<file path="src/rtl/moore_seq_pkg.sv">
package moore_seq_pkg;
  localparam int STATE_W = 2;
  localparam int NUM_STATES = 1 << STATE_W;

  typedef enum logic [STATE_W-1:0] {
    ST_ONE   = 2'd0,
    ST_TWO   = 2'd1,
    ST_THREE = 2'd2,
    ST_FOUR  = 2'd3
  } seqState_e;

  // strobes from control to datapath
  typedef struct packed {
    logic      load;
    seqState_e nextState;
  } seqStrobe_t;
endpackage

</file>
<file path="src/rtl/moore_seq_ctrl.sv">
module moore_seq_ctrl
  import moore_seq_pkg::*;
(
  input  logic       en,
  input  logic       seqIn,
  input  seqState_e  curState,
  output seqStrobe_t strobe
);
  always_comb begin
    strobe.load = en;
    case (curState)
      ST_ONE, ST_TWO: strobe.nextState = seqIn ? ST_TWO : ST_ONE;
      ST_THREE:       strobe.nextState = seqIn ? ST_THREE : ST_TWO;
      ST_FOUR:        strobe.nextState = seqIn ? ST_THREE : ST_ONE;
      default:        strobe.nextState = ST_ONE;
    endcase
  end
endmodule

</file>
<file path="src/rtl/moore_seq_dp.sv">
module moore_seq_dp
  import moore_seq_pkg::*;
(
  input  logic       clk,
  input  logic       rst,
  input  seqStrobe_t strobe,
  output seqState_e  stateQ,
  output logic       flagOut
);
  always_ff @(posedge clk or posedge rst) begin
    if (rst) begin
      stateQ <= ST_ONE;
    end else if (strobe.load) begin
      stateQ <= strobe.nextState;
    end
  end

  // Moore decode, undefined codes read as low
  always_comb begin
    case (stateQ)
      ST_ONE, ST_FOUR:  flagOut = 1'b1;
      ST_TWO, ST_THREE: flagOut = 1'b0;
      default:          flagOut = 1'b0;
    endcase
  end
endmodule

</file>
<file path="src/rtl/moore_seq_fsm.sv">
module moore_seq_fsm
  import moore_seq_pkg::*;
(
  input  logic clk,
  input  logic rst,
  input  logic en,
  input  logic seqIn,
  output logic flagOut
);
  seqStrobe_t strobe;
  seqState_e  stateQ;

  moore_seq_ctrl ctlI (
    .en       (en),
    .seqIn    (seqIn),
    .curState (stateQ),
    .strobe   (strobe)
  );

  moore_seq_dp dpI (
    .clk     (clk),
    .rst     (rst),
    .strobe  (strobe),
    .stateQ  (stateQ),
    .flagOut (flagOut)
  );
endmodule

</file>
<file path="config.mk">
export PLATFORM = sky130hd
export DESIGN_NAME = moore_seq_fsm
export DESIGN_NICKNAME = d
export VERILOG_FILES = /design/src/rtl/moore_seq_pkg.sv /design/src/rtl/moore_seq_ctrl.sv /design/src/rtl/moore_seq_dp.sv /design/src/rtl/moore_seq_fsm.sv
export SDC_FILE = /design/constraint.sdc
export NUM_CORES = 1
export LEC_CHECK = 0
export BUFFER_PORTS_ARGS = -buffer_cell sky130_fd_sc_hd__clkbuf_2
export CAP_MARGIN = 20
export CORE_AREA = 3 3 40 42
export DETAILED_ROUTE_END_ITERATION = 12
export DIE_AREA = 0 0 43 45
export PLACE_DENSITY = 0.3
export SYNTH_ARGS = -nofsm -noshare
export SYNTH_HDL_FRONTEND = slang
export SYNTH_SLANG_ARGS = --single-unit
</file>
<file path="constraint.sdc">
create_clock -name clk -period 1.1 [get_ports clk]
set_clock_uncertainty 0.2 [all_clocks]
set_input_delay 0.165 -clock clk [delete_from_list [all_inputs] [get_ports clk]]
set_output_delay 0.165 -clock clk [all_outputs]
set_load 0.03 [all_outputs]
</file>
==> key figures <==
Status
  – Outcome: finished with violations
  – Failing checks: negative setup slack

Timing
  – Minimum clock period: 1.40 ns
  – Worst-Margin Slew: 0.159 ns
  – Fmax: 714 MHz
  – RSZ-0062 raised after global routing: yes
  – Headroom to the max-slew limit: 89.4%
  – PnR worst setup slack: -0.301 ns
  – Final Max Slew Viols: 0
  – Count of final setup violators: 1
  – Hold Slack: 0.0270 ns
  – Fin crit share: 127%
  – Hold Vio Cnt, Final: 0

Global route
  – Vias in the first global route: 116
  – Global-route wire length before repair: 448 µm
  – Global route total overflow: 0
  – Initial antenna violation count: 0
  – Largest net degree at the start of global routing: 4
  – GRT Overall Usage: 3.67%

Synth
  – Sequential area share after synthesis: 48.2%
  – Synth top area cells: dfrtp_1 48%, ha_1 12%, nand2b_1 12%
  – Most common cell in the netlist: inv_1
  – Async SR Flop Fraction: 100%
  – Leading register cell type out of synthesis: dfrtp_1
  – Syn avg cell area: 9.44 µm²
  – Yosys top cell area share: 48.2%
  – Post-synth top cells: 3 x inv_1, 2 x dfrtp_1, 2 x nand2b_1
  – Synthesis-stage register bit count: 2
  – Cell accounting for the most synthesized area: dfrtp_1
  – Mapped Nets: 16
  – Syn Inst Count: 11
  – YS warnings: 0
  – Mapped cell area: 104 µm²
  – Post-synthesis cell type count: 7
  – Post-synth EDFFs: 0

Place
  – Port Buf Inserts: 4
  – Cells after DPL: 30
  – Routability Congestion: 0.591
  – Post-DP Area: 155 µm²

Finish
  – Top reg by flops: dpI.stateQ
  – Finished Cell Area: 220 µm²
  – Nets: 28
  – Ratio of cells with drive above 1 in the final layout: 42.9%
  – Antenna cells: 0
  – Area Growth Syn to Fin: 112%
  – Largest registers: dpI.stateQ (2)
  – Max reg flops: 2
  – Non-Filler Instances: 36

Clock tree
  – TritonCTS Buffers: 3
  – Sink Count: 2
  – Bufs on Longest Clock Path: 2
  – TritonCTS clock tree: yes
  – H-tree depth: 1
  – Root Driver: clkbuf_4
  – Clock slew at reported path FFs: 0.03 ns
  – Clock Latency Late Sink: 0.23 ns

Setup path
  – Worst Path Required: 0.73 ns
  – CP cell instances: ha_4 -> buf_8
  – CP arrival: 1.04 ns
  – Slowest cell on the critical path: dfrtp_1
  – Kind of critical path: reg -> out
  – CP Max Fanout: 3
  – Worst Path Buf+Inv: 1
  – Delay-heaviest family, CP: flip-flops
  – Crit path launch type: flip-flop
  – Worst Setup End Kind: primary output
  – Largest stage delay on the critical path: 0.41 ns

Power and ir drop
  – Worst vdd ir: 0.217 mV
  – Leak: 0.114 nW
  – Power per Cell Area: 1340 mW/mm²
  – Total power: 0.000295 W

Floorplan
  – Core area: 0.00128 mm²
  – Die width: 43 µm
  – Die Y: 45 µm
  – Initial Util: 8.08%
  – Die ar.: 0.00194 mm²
  – Rows: 13
  – Ports: 5

Routing
  – Final WL: 259 µm
  – Detailed router's first-iteration violation count: 6
  – WL met1: 120 µm
  – Met3 wire length: 26 µm
  – WL/cell: 7.19 µm
  – First-pass DRT Iterations: 4
  – Vias: 103
  – Uppermost layer routed: met3
  – Residual DRC: 0
  – WL met2: 112 µm
  – Via density: 2.86
  – DRT antenna net count: 0

Run
  – Max_cap viols: 0

Min path
  – Hold Crit Class: in -> reg
## cell type report
class / count / area [µm²]
Fill cell: 142 / 1060
Timing Repair Buffer: 7 / 62.6
Multi-Input combinational cell: 6 / 55.1
Sequential cell: 2 / 50.0
Clock buffer: 3 / 22.5
Tap cell: 15 / 18.8
Inverter: 3 / 11.3
## tightest hold or removal path, stage by stage
cell and delay (ns):
clkbuf_2 0.08, nand2b_1 0.09, a31oi_1 0.07
## report_power, final
part	total (W)	internal (W)	leakage (nW)	switching, W
Clock	0.000167	0.000121	0.0138	0.0000463
Combinational	0.0000474	0.0000273	0.0750	0.0000201
Sequential	0.0000800	0.0000774	0.0251	0.00000256
## placed cells by master (no fill, tap or decap), drive strengths merged
master | netlist | final
a21boi | 1 | 1
dlygate4sd3 | 0 | 2
clkbuf | 0 | 6
nand2b | 2 | 2
dlymetal6s4s | 0 | 1
ha | 1 | 1
a31oi | 1 | 1
dfrtp | 2 | 2
nor2 | 1 | 1
inv | 3 | 3
buf | 0 | 1
## metrics by stage
| stage | utilization, % | setup WS [ns] | TNS [ns] |
|---|---|---|---|
| after floorplan | - | 0.0302 | 0 |
| after global placement | 12.1 | -0.125 | -0.125 |
| after detailed placement | 12.1 | -0.124 | -0.124 |
| after CTS | 16.8 | -0.342 | -0.342 |
| after global routing | 17.1 | -0.334 | -0.334 |
| final | 17.1 | -0.301 | -0.301 |
## path summary, 6_finish.rpt
path,slack (ns),startpoint,cells past startpoint,to
setup / recovery,-0.30,dpI.stateQ[1],2,flagOut
hold / removal,0.03,seqIn,3,dpI.stateQ[0]
setup reg to reg,0.06,dpI.stateQ[1],3,dpI.stateQ[0]
hold reg to reg,0.37,dpI.stateQ[0],2,dpI.stateQ[0]
max in group asynchronous,0.47,rst,3,dpI.stateQ[0]
min in group asynchronous,0.12,rst,3,dpI.stateQ[1]
## repair_timing
item	CTS	global route
resized for setup	3	3
hold buffers	3	0
setup buffers	0	0
setup endpoints to repair	1	3
pin swaps	0	2
endpoints found under the hold margin	4	0
cloned	0	0
## metal layers
layer	vias up	track usage, %
met3	0	1.59
li1	54	-
met2	4	3.89
met5	-	0
met1	45	3.62
met4	0	7.23
## cells by family (layout without fill, tap and decap cells)
logic type	count (synthesis)	in the layout	synth area share [%]
AOI/OAI and AO/OA	2	2	13.3
adders and majority gates	1	1	12.0
buffers and inverters	3	13	10.8
DFF	2	2	48.2
and+or+nand+nor	3	3	15.7
Note: power is estimated with default switching activity, not from simulation.
